==> src/rtl/lpm_pkg.sv <==
package lpm_pkg;

  typedef enum logic [1:0] {
    DEV_OFF   = 2'd0,
    DEV_D0U   = 2'd1,
    DEV_D0A   = 2'd2,
    DEV_SLEEP = 2'd3
  } dev_st_e;

  typedef enum logic [2:0] {
    LNK_L0  = 3'd0,
    LNK_L0S = 3'd1,
    LNK_L1  = 3'd2,
    LNK_L2  = 3'd3,
    LNK_L3  = 3'd4
  } lnk_st_e;

  localparam logic [1:0] PM_CMD_WAKE  = 2'b00;
  localparam logic [1:0] PM_CMD_SLEEP = 2'b11;

  function automatic logic dev_awake(input logic [1:0] s);
    return (s == DEV_D0U) || (s == DEV_D0A);
  endfunction

endpackage

==> src/rtl/lpm_fn_tracker.sv <==
module lpm_fn_tracker
  import lpm_pkg::*;
(
  input  logic       clk,
  input  logic       rst_n,
  input  logic       fn_rst,
  input  logic       pm_wr_en,
  input  logic [1:0] pm_wr_val,
  input  logic       bme,
  output logic [1:0] st_o
);

  dev_st_e st, st_nxt;

  always_comb begin
    st_nxt = st;
    if (fn_rst) begin
      st_nxt = DEV_OFF;
    end else begin
      unique case (st)
        DEV_OFF:   st_nxt = DEV_D0U;
        DEV_D0U: begin
          if (pm_wr_en && pm_wr_val == PM_CMD_SLEEP) st_nxt = DEV_SLEEP;
          else if (bme)                              st_nxt = DEV_D0A;
        end
        DEV_D0A: begin
          if (pm_wr_en && pm_wr_val == PM_CMD_SLEEP) st_nxt = DEV_SLEEP;
        end
        DEV_SLEEP: begin
          if (pm_wr_en && pm_wr_val == PM_CMD_WAKE) st_nxt = DEV_D0U;
        end
        default:   st_nxt = DEV_OFF;
      endcase
    end
  end

  always_ff @(posedge clk or negedge rst_n) begin
    if (!rst_n) st <= DEV_OFF;
    else        st <= st_nxt;
  end

  assign st_o = st;

  AST_FN_RST_OFF: assert property (@(posedge clk) disable iff (!rst_n)
    fn_rst |=> st == DEV_OFF);
  AST_FN_OFF_EXIT: assert property (@(posedge clk) disable iff (!rst_n)
    (st == DEV_OFF && !fn_rst) |=> st == DEV_D0U);
  AST_FN_WAKE: assert property (@(posedge clk) disable iff (!rst_n)
    (st == DEV_SLEEP && !fn_rst && pm_wr_en && pm_wr_val == PM_CMD_WAKE) |=> st == DEV_D0U);

endmodule

==> src/rtl/lpm_dev_agg.sv <==
module lpm_dev_agg
  import lpm_pkg::*;
#(
  parameter int NUM_FN = 4
) (
  input  logic [2*NUM_FN-1:0] fn_st,
  output logic [1:0]          agg_st
);

  logic any_d0a, any_d0u, any_slp;

  always_comb begin
    any_d0a = 1'b0;
    any_d0u = 1'b0;
    any_slp = 1'b0;
    for (int i = 0; i < NUM_FN; i++) begin
      if (fn_st[2*i +: 2] == DEV_D0A)   any_d0a = 1'b1;
      if (fn_st[2*i +: 2] == DEV_D0U)   any_d0u = 1'b1;
      if (fn_st[2*i +: 2] == DEV_SLEEP) any_slp = 1'b1;
    end
    if (any_d0a)      agg_st = DEV_D0A;
    else if (any_d0u) agg_st = DEV_D0U;
    else if (any_slp) agg_st = DEV_SLEEP;
    else              agg_st = DEV_OFF;
  end

endmodule

==> src/rtl/lpm_idle_timer.sv <==
module lpm_idle_timer #(
  parameter int W = 16
) (
  input  logic         clk,
  input  logic         rst_n,
  input  logic         clr,
  input  logic [W-1:0] limit,
  output logic         expired
);

  localparam logic [W-1:0] CNT_MAX = {W{1'b1}};

  logic [W-1:0] cnt;

  always_ff @(posedge clk or negedge rst_n) begin
    if (!rst_n)              cnt <= '0;
    else if (clr)            cnt <= '0;
    else if (cnt != CNT_MAX) cnt <= cnt + 1'b1;
  end

  // limit is at least 1; expired marks the limit-th idle cycle
  assign expired = (cnt >= limit - 1'b1);

  AST_TMR_LIMIT_NZ: assert property (@(posedge clk) disable iff (!rst_n)
    limit != '0);
  AST_TMR_CLR: assert property (@(posedge clk) disable iff (!rst_n)
    clr |=> cnt == '0);

endmodule

==> src/rtl/lpm_link_fsm.sv <==
module lpm_link_fsm
  import lpm_pkg::*;
(
  input  logic       clk,
  input  logic       rst_n,
  input  logic [1:0] agg_st,
  input  logic       act_req,
  input  logic [1:0] aspm_ctl,
  input  logic       l1_cap,
  input  logic       pme_en,
  input  logic       ent_exp,
  input  logic       dwell_exp,
  output logic [2:0] lnk_o,
  output logic       ent_clr,
  output logic       dwell_clr
);

  lnk_st_e cur, nxt;
  dev_st_e last_agg;
  logic    awake;

  assign awake = dev_awake(agg_st);

  always_comb begin
    nxt = cur;
    if (agg_st == DEV_OFF) begin
      if (cur != LNK_L2 && cur != LNK_L3)
        nxt = (last_agg == DEV_SLEEP && pme_en) ? LNK_L2 : LNK_L3;
    end else if (agg_st == DEV_SLEEP) begin
      nxt = LNK_L1;
    end else begin
      unique case (cur)
        LNK_L0: begin
          if (!act_req && aspm_ctl[0] && ent_exp) nxt = LNK_L0S;
        end
        LNK_L0S: begin
          if (act_req)                                nxt = LNK_L0;
          else if (aspm_ctl[1] && l1_cap && dwell_exp) nxt = LNK_L1;
        end
        LNK_L1: begin
          if (act_req || last_agg == DEV_SLEEP) nxt = LNK_L0;
        end
        default: nxt = LNK_L0;
      endcase
    end
  end

  always_ff @(posedge clk or negedge rst_n) begin
    if (!rst_n) begin
      cur      <= LNK_L3;
      last_agg <= DEV_OFF;
    end else begin
      cur      <= nxt;
      last_agg <= dev_st_e'(agg_st);
    end
  end

  assign ent_clr   = act_req || (cur != LNK_L0);
  assign dwell_clr = act_req || (cur != LNK_L0S);
  assign lnk_o     = cur;

  AST_SLEEP_TO_L1: assert property (@(posedge clk) disable iff (!rst_n)
    (agg_st == DEV_SLEEP) |=> cur == LNK_L1);
  AST_ACT_TO_L0: assert property (@(posedge clk) disable iff (!rst_n)
    (awake && act_req && (cur == LNK_L0S || cur == LNK_L1)) |=> cur == LNK_L0);
  AST_L0S_NEEDS_EN: assert property (@(posedge clk) disable iff (!rst_n)
    (cur == LNK_L0 && !aspm_ctl[0]) |=> cur != LNK_L0S);
  AST_L1_NEEDS_CAP: assert property (@(posedge clk) disable iff (!rst_n)
    (awake && !l1_cap && cur != LNK_L1) |=> cur != LNK_L1);
  AST_NO_L3_TO_L2: assert property (@(posedge clk) disable iff (!rst_n)
    (cur == LNK_L3) |=> cur != LNK_L2);

endmodule

==> src/rtl/lpm_link_ctrl.sv <==
module lpm_link_ctrl
  import lpm_pkg::*;
#(
  parameter int NUM_FN = 4,
  parameter int LAT_W  = 16
) (
  input  logic                clk,
  input  logic                rst_n,
  input  logic [NUM_FN-1:0]   fn_rst,
  input  logic [NUM_FN-1:0]   pm_wr_en,
  input  logic [2*NUM_FN-1:0] pm_wr_data,
  input  logic [NUM_FN-1:0]   bme,
  input  logic [1:0]          aspm_ctl,
  input  logic                ent_lat_sel,
  input  logic [LAT_W-1:0]    partner_exit_lat,
  input  logic [LAT_W-1:0]    l1_dwell,
  input  logic                l1_cap,
  input  logic                pme_en,
  input  logic                pll_gate_dis,
  input  logic                act_req,
  output logic [2:0]          link_state,
  output logic [1:0]          dev_state,
  output logic                pll_gate_req
);

  localparam logic [LAT_W-1:0] LAT_ONE = LAT_W'(1);

  logic [2*NUM_FN-1:0] fn_st;
  logic [LAT_W-1:0]    ent_raw, ent_lim, dwell_lim;
  logic                ent_clr, dwell_clr, ent_exp, dwell_exp;

  for (genvar g = 0; g < NUM_FN; g++) begin : g_fn
    lpm_fn_tracker u_trk (
      .clk       (clk),
      .rst_n     (rst_n),
      .fn_rst    (fn_rst[g]),
      .pm_wr_en  (pm_wr_en[g]),
      .pm_wr_val (pm_wr_data[2*g +: 2]),
      .bme       (bme[g]),
      .st_o      (fn_st[2*g +: 2])
    );
  end

  lpm_dev_agg #(.NUM_FN(NUM_FN)) u_agg (
    .fn_st  (fn_st),
    .agg_st (dev_state)
  );

  assign ent_raw   = ent_lat_sel ? (partner_exit_lat >> 2) : partner_exit_lat;
  assign ent_lim   = (ent_raw == '0) ? LAT_ONE : ent_raw;
  assign dwell_lim = (l1_dwell == '0) ? LAT_ONE : l1_dwell;

  lpm_idle_timer #(.W(LAT_W)) u_ent_tmr (
    .clk     (clk),
    .rst_n   (rst_n),
    .clr     (ent_clr),
    .limit   (ent_lim),
    .expired (ent_exp)
  );

  lpm_idle_timer #(.W(LAT_W)) u_dwell_tmr (
    .clk     (clk),
    .rst_n   (rst_n),
    .clr     (dwell_clr),
    .limit   (dwell_lim),
    .expired (dwell_exp)
  );

  lpm_link_fsm u_fsm (
    .clk       (clk),
    .rst_n     (rst_n),
    .agg_st    (dev_state),
    .act_req   (act_req),
    .aspm_ctl  (aspm_ctl),
    .l1_cap    (l1_cap),
    .pme_en    (pme_en),
    .ent_exp   (ent_exp),
    .dwell_exp (dwell_exp),
    .lnk_o     (link_state),
    .ent_clr   (ent_clr),
    .dwell_clr (dwell_clr)
  );

  assign pll_gate_req = !pll_gate_dis &&
                        (link_state == LNK_L1 || link_state == LNK_L2);

  AST_PLL_GATE_BLOCKED: assert property (@(posedge clk) disable iff (!rst_n)
    pll_gate_dis |-> !pll_gate_req);
  AST_OFF_NO_GATE_L0: assert property (@(posedge clk) disable iff (!rst_n)
    (link_state == LNK_L0 || link_state == LNK_L3) |-> !pll_gate_req);

endmodule

==> config.mk <==
export PLATFORM = sky130hd
export DESIGN_NAME = lpm_link_ctrl
export DESIGN_NICKNAME = d
export VERILOG_FILES = /design/src/rtl/lpm_pkg.sv /design/src/rtl/lpm_fn_tracker.sv /design/src/rtl/lpm_dev_agg.sv /design/src/rtl/lpm_idle_timer.sv /design/src/rtl/lpm_link_fsm.sv /design/src/rtl/lpm_link_ctrl.sv
export SDC_FILE = /design/constraint.sdc
export NUM_CORES = 1
export LEC_CHECK = 0
export BUFFER_PORTS_ARGS = -buffer_cell sky130_fd_sc_hd__buf_4
export CORE_MARGIN = 2
export CORE_UTILIZATION = 52
export CTS_CLUSTER_SIZE = 40
export DETAILED_ROUTE_END_ITERATION = 10
export PLACE_DENSITY = 0.82
export SLEW_MARGIN = 10
export SYNTH_ARGS = -nofsm -noshare
export SYNTH_HDL_FRONTEND = slang
export SYNTH_SLANG_ARGS = --single-unit
export TNS_END_PERCENT = 10
==> constraint.sdc <==
create_clock -name clk -period 3.2 [get_ports clk]
set_input_delay 0.32 -clock clk [delete_from_list [all_inputs] [get_ports clk]]
set_output_delay 0.32 -clock clk [all_outputs]
set_load 0.02 [all_outputs]
==> metrics, run 1 <==
syn avg cell area=8.53 um2; Setup crit start kind=primary input; dpl cells=712; vias in the first global route=4248; Leak Pwr=2.55 nW; Synth area leaders=dfrtp_1 (27%), ha_1 (15%), nor2_1 (5.1%); initial core utilization=0.536; vias=4260; total gr overflow=0; CP required=3.39 ns; Final Skew=0.00699 ns; CTS tree=yes; number of synthesized flops with an enable pin=0; synthesized flop and latch total=45; Slew Viols, Final=0; routed len/inst=15.5 um; die area=8650 um2; GPL Wtd Cong=0.841; most frequent cells after synthesis=nor2_1 (56), ha_1 (50), dfrtp_1 (44), nand2_1 (32), a21oi_1 (24); antenna cells=0; Primary FF master, synth=dfrtp_1; site row count=32; Synthesis Warnings=0; crit-path most repeated cell=buf_4; status=finished, violations left; final setup margin=-0.321 ns; Antenna Nets Post-Route=0; clk sinks=45; count leader, synth=nor2_1; Final Net Count=737; Initial DRC Count=269; Die W=93.0 um; Vias/cell=5.84; Mapped Nets=594; Flop pwr share=0.295; Max Freq=284 MHz; Crit. End Element=flop; I/O Buffers=66; 1st-pass router iterations=5; Comb power frac=0.568; crit path DAT=3.71 ns; max incr delay on CP=0.55 ns; worst vdd ir=0.570 mV; Cell variety after synth=64; P&R area growth vs syn=35.3%; clock latency at the later pin of the worst-skew pair=0.30 ns; CTS clock-pin slew for the worst setup and hold paths=0.08 ns; Post-Syn Instances=483; Num CTS Buffers=5; fin crit share=1.10; # H-tree levels=2; Routed Wire Length=11300 um; Final min period=3.52 ns; total power=2.51 mW; CTS Buffer Depth=2; antenna violations before repair=0; first-pass GRT wire length=18600 um; Seq/Total Area, Yosys=0.274; Async S/R FF share, synth=1.00; PD cells=449 nW/um2; pre-CTS WS=-0.744 ns; Clk network pwr share=0.137; top cell type's share of synthesized area=0.267; share of post-route cells with drive strength above 1=0.306; maximum fanout along the worst path=4; Core Region=7690 um2; Int Pwr=1.52 mW; root cell of the clock tree=clkbuf_8; HP Class=in2async; die height=93.0 um; final core occ=0.725; NetSw=0.985 mW; failing checks=setup timing; R2R cell count=12; post-synthesis cell area=4120 um2; gr usage total=0.260; Crit Path Class=in2reg; Max-slew headroom=0.576; switching part of the total power=0.393; Final Hold Viols=0; final setup vio count=3; Worst-Margin Slew=0.630 ns; residual DRC count=0; RSZ-0062 raised after global routing=true; # fillers=568; largest net degree at the start of global routing=46; Synth area leader=dfrtp_1; Max-Cap Viols=0; worst-path cell chain=buf_6 > or4_4 > nor4_4 > nand3_1 > nor3_2 > nor2_2 > ha_2 > nand2_4 > buf_4 > buf_4 > nor4_1 > xnor2_1 > ha_1 > o2111ai_2 > a31oi_1 > o2111a_1 > o211ai_2 > mux2_4; CP max stage cell=or4_4; I/O pins=67; hpwl dp=8460 um; Post-Layout Cell Count=729
## registers in the layout, indices dropped and copies added, names as in the netlist
signal and count:
u_fsm.lnk_o 3, u_ent_tmr.cnt 16, g_fn.u_trk.st_o 8, u_fsm.last_agg 2, u_dwell_tmr.cnt 16
## layer usage
layer / global-route usage / wire, um / vias up
met2: 0.470 / 5580 / 166
li1: - / - / 2077
met1: 0.327 / 4780 / 1999
met4: 0.0650 / 163 / 0
met5: 0 / 0 / -
met3: 0.0363 / 746 / 18
## critical path, delay by kind of cell
kind,cells,cell delay (ns)
compound gates,4,0.66
buf+inv,3,0.29
fa+ha+maj,2,0.50
xor+xnor,1,0.12
simple gates,7,1.51
mux,1,0.32
## power groups by stage
stage / Clock, mW / Combinational (mW) / Sequential (mW)
global route: 0.378 / 1.56 / 0.750
CTS: 0.348 / 1.41 / 0.738
finish: 0.342 / 1.42 / 0.740
global placement: 0 / 1.24 / 0.741
floorplan: 0 / 0.750 / 0.745
detailed placement: 0 / 1.30 / 0.749
## worst paths after layout
path	to	from	slack, ns
hold reg to reg	u_fsm.lnk_o[2]	u_fsm.lnk_o[2]	0.57
max in group asynchronous	u_dwell_tmr.cnt[13]	rst_n	2.79
hold / removal	g_fn[3].u_trk.st_o[1]	rst_n	0.01
setup reg to reg	u_fsm.lnk_o[0]	g_fn[2].u_trk.st_o[1]	-0.08
min in group clk	g_fn[1].u_trk.st_o[1]	fn_rst[1]	0.17
setup / recovery	u_fsm.lnk_o[0]	l1_dwell[10]	-0.32
## through the flow
| step | TNS, ns | area, um2 | hold WS, ns |
|---|---|---|---|
| 2_1_floorplan | -0.752 | 4170 | 0.0244 |
| 3_3_place_gp | -1.44 | 5270 | 0.351 |
| 3_5_place_dp | -1.76 | 5270 | 0.362 |
| 4_1_cts | -0.242 | 5470 | 0.0399 |
| 5_1_grt | -1.18 | 5580 | 0.0548 |
| 6_report | -0.795 | 5580 | 0.0127 |
## timing repair
| item | CTS | global route |
|---|---|---|
| pin swaps | 14 | 18 |
| buffers inserted | 4 | 5 |
| gates resized for setup | 23 | 15 |
| setup endpoints to repair | 3 | 3 |
| hold buffers | 0 | 0 |
## layout make-up
type / instances / area [um2] / area share
clock inverter: 1 / 5.00 / 0.000897
clock buffer: 7 / 76.3 / 0.0137
tap: 102 / 128 / 0.0229
multi-input combinational: 412 / 3070 / 0.551
timing repair buffer: 143 / 1100 / 0.197
sequential: 45 / 1130 / 0.202
inverter: 19 / 71.3 / 0.0128
## layout by cell type (no fill, tap or decap), types with 7 or more instances in the layout
cell type / instances
nor4_1: 13
nor2b_1: 14
inv_1: 19
nand2_1: 29
o21ai_0: 18
ha_1: 47
or4_1: 7
buf_4: 139
xnor2_1: 22
and3_1: 9
nand4_1: 13
nand3_1: 15
xor2_1: 18
a21oi_1: 23
dfrtp_1: 44
a211oi_1: 11
nor3_1: 15
mux2i_1: 9
nor2_1: 53
## cell families (layout without fill, tap and decap cells)
family / after synthesis / after routing / share of synthesized area
AOI/OAI and AO/OA: 100 / 100 / 0.168
xor gates and xnor gates: 42 / 42 / 0.0893
adders and majority gates: 50 / 50 / 0.152
buffers and inverters: 26 / 170 / 0.0246
DFF: 45 / 45 / 0.274
muxes: 12 / 12 / 0.0301
and+or+nand+nor: 208 / 208 / 0.263
No activity file was read; power rests on OpenSTA's default activity.
==> run 2, diff against run 1 <==
==> constraint.sdc (replaced) <==
create_clock -name clk -period 3.2 [get_ports clk]
set_input_delay 0.32 -clock clk [delete_from_list [all_inputs] [get_ports clk]]
set_output_delay 0.32 -clock clk [all_outputs]
set_load 0.05 [all_outputs]
==> run 2 against run 1 <==
  * The run still ends with setup timing left
  * Routed wire length is 0.43% lower
  * Setup slack got worse by 0.0058 ns
  * Critical endpoint unchanged
  * Sequential share of layout area shrank 0.22 points
  * Power up 7.0%
  * Largest cell class unchanged
  * Clock-buffer cell count unchanged
  * Flip-flop and latch count unchanged
  * Design area is 1.1% higher
  * Non-clock buffer count increased by 8
==> metrics, run 2 (synthesized netlist as in run 1, its figures left out) <==
pre-CTS WS=-0.827 ns (was -0.744 ns); die height=93.0 um (unchanged); Max Freq=284 MHz (about the same); antenna violations before repair=0 (unchanged); gr usage total=0.263 (was 0.260); status=finished, violations left (unchanged); Final min period=3.53 ns (was 3.52 ns); fin crit share=1.10 (about the same); vias in the first global route=4424 (was 4248); Num CTS Buffers=5 (unchanged); initial core utilization=0.536 (unchanged); setup tns final=-0.503 ns (was -0.795 ns); I/O pins=67 (unchanged); final setup margin=-0.327 ns (was -0.321 ns); Routed Wire Length=11200 um (was 11300 um); CTS tree=yes (unchanged); Die W=93.0 um (unchanged); # H-tree levels=2 (unchanged); most frequent cells in the layout=buf_4 (146), nor2_1 (54), ha_1 (48), dfrtp_1 (44), nand2_1 (29) (was buf_4 (139), nor2_1 (53), ha_1 (47), dfrtp_1 (44), nand2_1 (29)); total gr overflow=0 (unchanged); Antenna Nets Post-Route=0 (unchanged); clk sinks=45 (unchanged); site row count=32 (unchanged); residual DRC count=0 (unchanged); Worst-Margin Slew=0.601 ns (was 0.630 ns); I/O Buffers=66 (unchanged); CTS clock-pin slew for the worst setup and hold paths=0.08 ns (about the same); root cell of the clock tree=clkbuf_8 (unchanged); Setup crit start kind=primary input (unchanged); Hold Buf Count CTS=0 (unchanged); Max-slew headroom=0.589 (was 0.576); RSZ-0062 raised after global routing=true (unchanged); total power=2.68 mW (was 2.51 mW); Max-Cap Viols=0 (unchanged); Leak Pwr=2.59 nW (was 2.55 nW); HP Class=in2async (unchanged); vias=4258 (was 4260); GPL Wtd Cong=0.849 (was 0.841); Final Net Count=745 (was 737); clock latency at the later pin of the worst-skew pair=0.30 ns (about the same); hpwl dp=8620 um (was 8460 um); die area=8650 um2 (unchanged); share of post-route cells with drive strength above 1=0.307 (was 0.306); final setup vio count=3 (unchanged); Crit. End Element=flop (unchanged); first-pass GRT wire length=18900 um (was 18600 um); Vias/cell=5.78 (was 5.84); Initial DRC Count=198 (was 269); P&R area growth vs syn=36.8% (was 35.3%); antenna cells=0 (unchanged); worst vdd ir=0.599 mV (was 0.570 mV); Slew Viols, Final=0 (unchanged); CP required=3.38 ns (was 3.39 ns); largest net degree at the start of global routing=46 (unchanged); # fillers=577 (was 568); failing checks=setup timing (unchanged); Crit Path Class=in2reg (unchanged); CTS Buffer Depth=2 (unchanged); PD cells=476 nW/um2 (was 449 nW/um2); Final Skew=0.00783 ns (was 0.00699 ns); 1st-pass router iterations=5 (unchanged); maximum fanout along the worst path=3 (was 4); most common cell after layout, fill and taps aside=buf_4 (unchanged); Final Hold Viols=0 (unchanged); Core Region=7690 um2 (unchanged); crit path DAT=3.71 ns (about the same); routed len/inst=15.2 um (was 15.5 um)
[run 2: final timing paths]
check,startpoint,end,slack (ns),cells after the start
setup / recovery,partner_exit_lat[12],u_fsm.lnk_o[0],-0.33,18
min in group clk,fn_rst[2],g_fn[2].u_trk.st_o[1],0.17,2
hold / removal,rst_n,u_ent_tmr.cnt[1],0.02,1
max in group asynchronous,rst_n,u_dwell_tmr.cnt[11],2.80,1
hold reg to reg,u_ent_tmr.cnt[11],u_ent_tmr.cnt[11],0.58,1
setup reg to reg,g_fn[2].u_trk.st_o[1],u_fsm.lnk_o[0],-0.12,13
[run 2: area by class of cell]
class / count / area (um2) / share of cell area
Clock inverter: 1 / 30.0 / 0.00533
Tap cell: 102 / 128 / 0.0226
Clock buffer: 7 / 86.3 / 0.0153
Inverter: 19 / 71.3 / 0.0126
Multi-Input combinational cell: 412 / 3040 / 0.538
Sequential cell: 45 / 1130 / 0.200
Timing Repair Buffer: 151 / 1160 / 0.206
[run 2: layer usage]
layer / GRT usage / part of all wire / vias up
met4: 0.0760 / 0.018 / 0
li1: - / - / 2100
met1: 0.320 / 0.43 / 2006
met5: 0 / 0 / -
met3: 0.0379 / 0.049 / 25
met2: 0.481 / 0.50 / 127
[run 2: repair_timing]
item | in CTS | in global routing
pin swaps | 20 | 16
setup endpoints to repair | 3 | 3
buffers inserted | 8 | 5
resized for setup | 16 | 16
[run 2: metrics by stage]
| stage | hold slack, ns | util | cell area (um2) | std cells |
|---|---|---|---|---|
| after global placement | 0.356 | 0.690 | 5300 | 716 |
| after detailed placement | 0.363 | 0.690 | 5300 | 716 |
| final | 0.0168 | 0.733 | 5640 | 737 |
| after floorplan | 0.0244 | - | 4180 | 483 |
| after global routing | 0.0679 | 0.733 | 5640 | 737 |
| after CTS | 0.0446 | 0.720 | 5540 | 732 |
[run 2: worst max-delay path, cell delays in order]
cell and delay [ns]:
buf_8 0.10, nor4_4 0.28, o221ai_2 0.16, a2111oi_4 0.39, a221oi_2 0.11, ha_2 0.21
o211ai_1 0.14, nor2_2 0.10, nand3b_1 0.11, mux2i_1 0.21, a31oi_1 0.07, ha_1 0.34
nand2_2 0.08, o21ai_2 0.07, a2111oi_2 0.36, nor3_1 0.12, o211ai_2 0.21, mux2_4 0.32
[run 2: where the power goes]
group / switching, mW / internal, mW / total (mW)
Clock: 0.188 / 0.255 / 0.443
Combinational: 0.783 / 0.716 / 1.50
Sequential: 0.0840 / 0.656 / 0.740
Total: 1.06 / 1.63 / 2.68
==> run 3, diff against run 2 <==
--- a/config.mk
+++ b/config.mk
@@ -7,12 +7,14 @@
 export LEC_CHECK = 0
 export BUFFER_PORTS_ARGS = -buffer_cell sky130_fd_sc_hd__buf_4
 export CORE_MARGIN = 2
-export CORE_UTILIZATION = 52
-export CTS_CLUSTER_SIZE = 40
+export CORE_UTILIZATION = 53
+export CTS_CLUSTER_SIZE = 12
 export DETAILED_ROUTE_END_ITERATION = 10
-export PLACE_DENSITY = 0.82
+export PLACE_DENSITY = 0.83
+export SKIP_CTS_REPAIR_TIMING = 1
 export SLEW_MARGIN = 10
 export SYNTH_ARGS = -nofsm -noshare
 export SYNTH_HDL_FRONTEND = slang
+export SYNTH_HIERARCHICAL = 1
 export SYNTH_SLANG_ARGS = --single-unit
 export TNS_END_PERCENT = 10
==> run 3 against run 2 <==
  * The run still ends with setup timing left
  * Via count is 3.1% higher
  * Critical endpoint is now u_fsm/lnk_o[1]
  * Critical path type unchanged
  * Clock skew is 0.0020 ns higher
  * Core utilization is 4.2 points lower
==> metrics, run 3 <==
status=finished, violations left (unchanged); failing checks=setup timing (unchanged); CP required=3.39 ns (was 3.38 ns); total gr overflow=0 (unchanged); Max-Cap Viols=0 (unchanged); Async S/R FF share, synth=1.00 (unchanged); Setup crit start=ent_lat_sel (was partner_exit_lat[12]); Final Net Count=740 (was 745); post-synthesis cell area=4570 um2 (was 4120 um2); Synth area leader=dfrtp_1 (unchanged); clk sinks=45 (unchanged); reg2reg start=u_dwell_tmr/cnt[9] (was g_fn[2].u_trk.st_o[1]); gr usage total=0.231 (was 0.263); hpwl dp=8790 um (was 8620 um); Crit. End Element=flop (unchanged); die height=96.9 um (was 93.0 um); Worst-Margin Slew=0.725 ns (was 0.601 ns); most frequent cells in the layout=buf_4 (126), nor2_1 (50), ha_1 (49), dfrtp_1 (44), inv_1 (28) (was buf_4 (146), nor2_1 (54), ha_1 (48), dfrtp_1 (44), nand2_1 (29)); PD cells=460 nW/um2 (was 476 nW/um2); die area=9380 um2 (was 8650 um2); maximum fanout along the worst path=7 (was 3); antenna cells=0 (unchanged); I/O Buffers=66 (unchanged); Final Skew=0.00988 ns (was 0.00783 ns); Slew Viols, Final=0 (unchanged); Synth area leaders=dfrtp_1 (24%), ha_1 (14%), nor2_1 (4.1%) (was dfrtp_1 (27%), ha_1 (15%), nor2_1 (5.1%)); Initial DRC Count=168 (was 198); site row count=33 (was 32); setup tns final=-2.03 ns (was -0.503 ns); # fillers=615 (was 577); R2R Path End=u_fsm/lnk_o[2] (was u_fsm.lnk_o[0]); 1st-pass router iterations=4 (was 5); Leak Pwr=2.58 nW (was 2.59 nW); Crit Path Class=in2reg (unchanged); vias in the first global route=4226 (was 4424); Final Hold Viols=0 (unchanged); Core Region=8300 um2 (was 7690 um2); number of synthesized flops with an enable pin=0 (unchanged); Cell variety after synth=68 (was 64); Max-slew headroom=0.513 (was 0.589); fin crit share=1.21 (was 1.10); antenna violations before repair=0 (unchanged); I/O pins=67 (unchanged); hold slack=0.0118 ns (was 0.0168 ns); most common cell after layout, fill and taps aside=buf_4 (unchanged); total power=2.64 mW (was 2.68 mW); Final min period=3.88 ns (was 3.53 ns); largest net degree at the start of global routing=46 (unchanged); worst vdd ir=0.877 mV (was 0.599 mV); top cell type's share of synthesized area=0.241 (was 0.267); Max Freq=258 MHz (was 284 MHz); most frequent cells after synthesis=ha_1 (50), nor2_1 (50), dfrtp_1 (44), inv_1 (30), a21oi_1 (24) (was nor2_1 (56), ha_1 (50), dfrtp_1 (44), nand2_1 (32), a21oi_1 (24)); CP endpoint=u_fsm/lnk_o[1] (was u_fsm.lnk_o[0]); initial core utilization=0.551 (was 0.536); final setup vio count=3 (unchanged); Mapped Nets=631 (was 594); Antenna Nets Post-Route=0 (unchanged); Synthesis Warnings=6 (was 0); crit path DAT=4.06 ns (was 3.71 ns); share of post-route cells with drive strength above 1=0.308 (was 0.307); dpl cells=725 (was 716); Seq/Total Area, Yosys=0.247 (was 0.274); GPL Wtd Cong=0.860 (was 0.849); Die W=96.9 um (was 93.0 um); routed len/inst=15.5 um (was 15.2 um); CTS Buffer Depth=2 (unchanged); RSZ-0062 raised after global routing=true (unchanged); Post-Syn Instances=520 (was 483); Setup crit start kind=primary input (unchanged); final setup margin=-0.676 ns (was -0.327 ns); first-pass GRT wire length=18700 um (was 18900 um); # H-tree levels=2 (unchanged); R2R cell count=10 (was 13); Post-Layout Cell Count=735 (was 737); residual DRC count=0 (unchanged); P&R area growth vs syn=25.5% (was 36.8%); CTS tree=yes (unchanged); HP Class=in2async (unchanged); vias=4388 (was 4258); synthesized flop and latch total=45 (unchanged); root cell of the clock tree=clkbuf_8 (unchanged); syn avg cell area=8.79 um2 (was 8.53 um2); final core occ=0.691 (was 0.733); clock latency at the later pin of the worst-skew pair=0.29 ns (was 0.30 ns); Primary FF master, synth=dfrtp_1 (unchanged); Vias/cell=5.97 (was 5.78); Routed Wire Length=11400 um (was 11200 um); Num CTS Buffers=5 (unchanged); CTS clock-pin slew for the worst setup and hold paths=0.09 ns (was 0.08 ns); r2r setup slk=0.34 ns (was -0.12 ns)
run 3: cell count changes after synthesis, sizes merged, moves of 6 or more:
cell and delta:
mux2i -6, nand2 -10, inv +11, o41ai +8
xor2 -9, clkbuf +14, mux2 +15, nand4 +6
nand2b +6
run 3: worst min-delay path by stage:
stage	start	slack, ns	to	depth (start not counted)
finish	rst_n	0.01	u_dwell_tmr/cnt[6]	1
global route	rst_n	0.05	u_dwell_tmr/cnt[6]	1
CTS	rst_n	0.04	u_dwell_tmr/cnt[10]	1
detailed placement	rst_n	0.36	u_dwell_tmr/cnt[8]	1
global placement	rst_n	0.35	u_dwell_tmr/cnt[6]	1
floorplan	rst_n	0.02	g_fn[0].u_trk/st_o[0]	0
run 3: final cells by class:
type	count	area, um2	share of cell area
inverters	30	113	0.0196
clock buffers	7	76.3	0.0133
multi-input cells	420	3310	0.578
clock inverters	1	7.51	0.00131
well taps	105	131	0.0229
flip-flops and latches	45	1130	0.197
repair buffers	127	966	0.168
run 3: where the power goes:
| part | switching, mW | total [mW] | internal [mW] | leakage (nW) |
|---|---|---|---|---|
| sequential | 0.135 | 0.798 | 0.663 | 0.610 |
| clock | 0.195 | 0.350 | 0.155 | 0.0385 |
| combinational | 0.829 | 1.49 | 0.664 | 1.93 |
| total | 1.16 | 2.64 | 1.48 | 2.58 |
run 3: worst max-delay path, stage by stage:
cell      delay (ns)
buf_12          0.11
buf_4           0.13
mux2i_1         0.12
inv_2           0.08
nor4_1          0.05
o32a_1          0.32
inv_2           0.08
ha_4            0.12
nor4b_4         0.26
nand3_2         0.15
nor4_4          0.31
xnor2_1         0.12
ha_1            0.30
nand4_1         0.16
nor2_1          0.16
nand4_1         0.11
o21ai_1         0.15
nand3b_1        0.10
a22o_1          0.18
a221o_2         0.40
mux2_4          0.31
run 3: through the flow:
stage          setup slack [ns]  cell area, um2
2_1_floorplan            -0.673            4590
3_3_place_gp             -0.942            5540
3_5_place_dp              -1.12            5540
4_1_cts                  -0.843            5620
5_1_grt                  -0.853            5740
6_report                 -0.676            5740
run 3: cells by family after synthesis:
| logic type | Yosys count | synth area share |
|---|---|---|
| adders and majority gates | 50 | 0.137 |
| DFF | 45 | 0.247 |
| AOI/OAI and AO/OA | 111 | 0.182 |
| buffers and inverters | 55 | 0.0518 |
| muxes | 21 | 0.0518 |
| and+or+nand+nor | 209 | 0.275 |
| xor gates and xnor gates | 29 | 0.0556 |
run 3: per-layer routing:
layer / up-vias / GRT usage / routed length (um)
li1: 2156 / - / -
met1: 2098 / 0.295 / 4920
met2: 110 / 0.405 / 5790
met3: 24 / 0.0412 / 502
met4: 0 / 0.0520 / 212
met5: - / 0 / 0
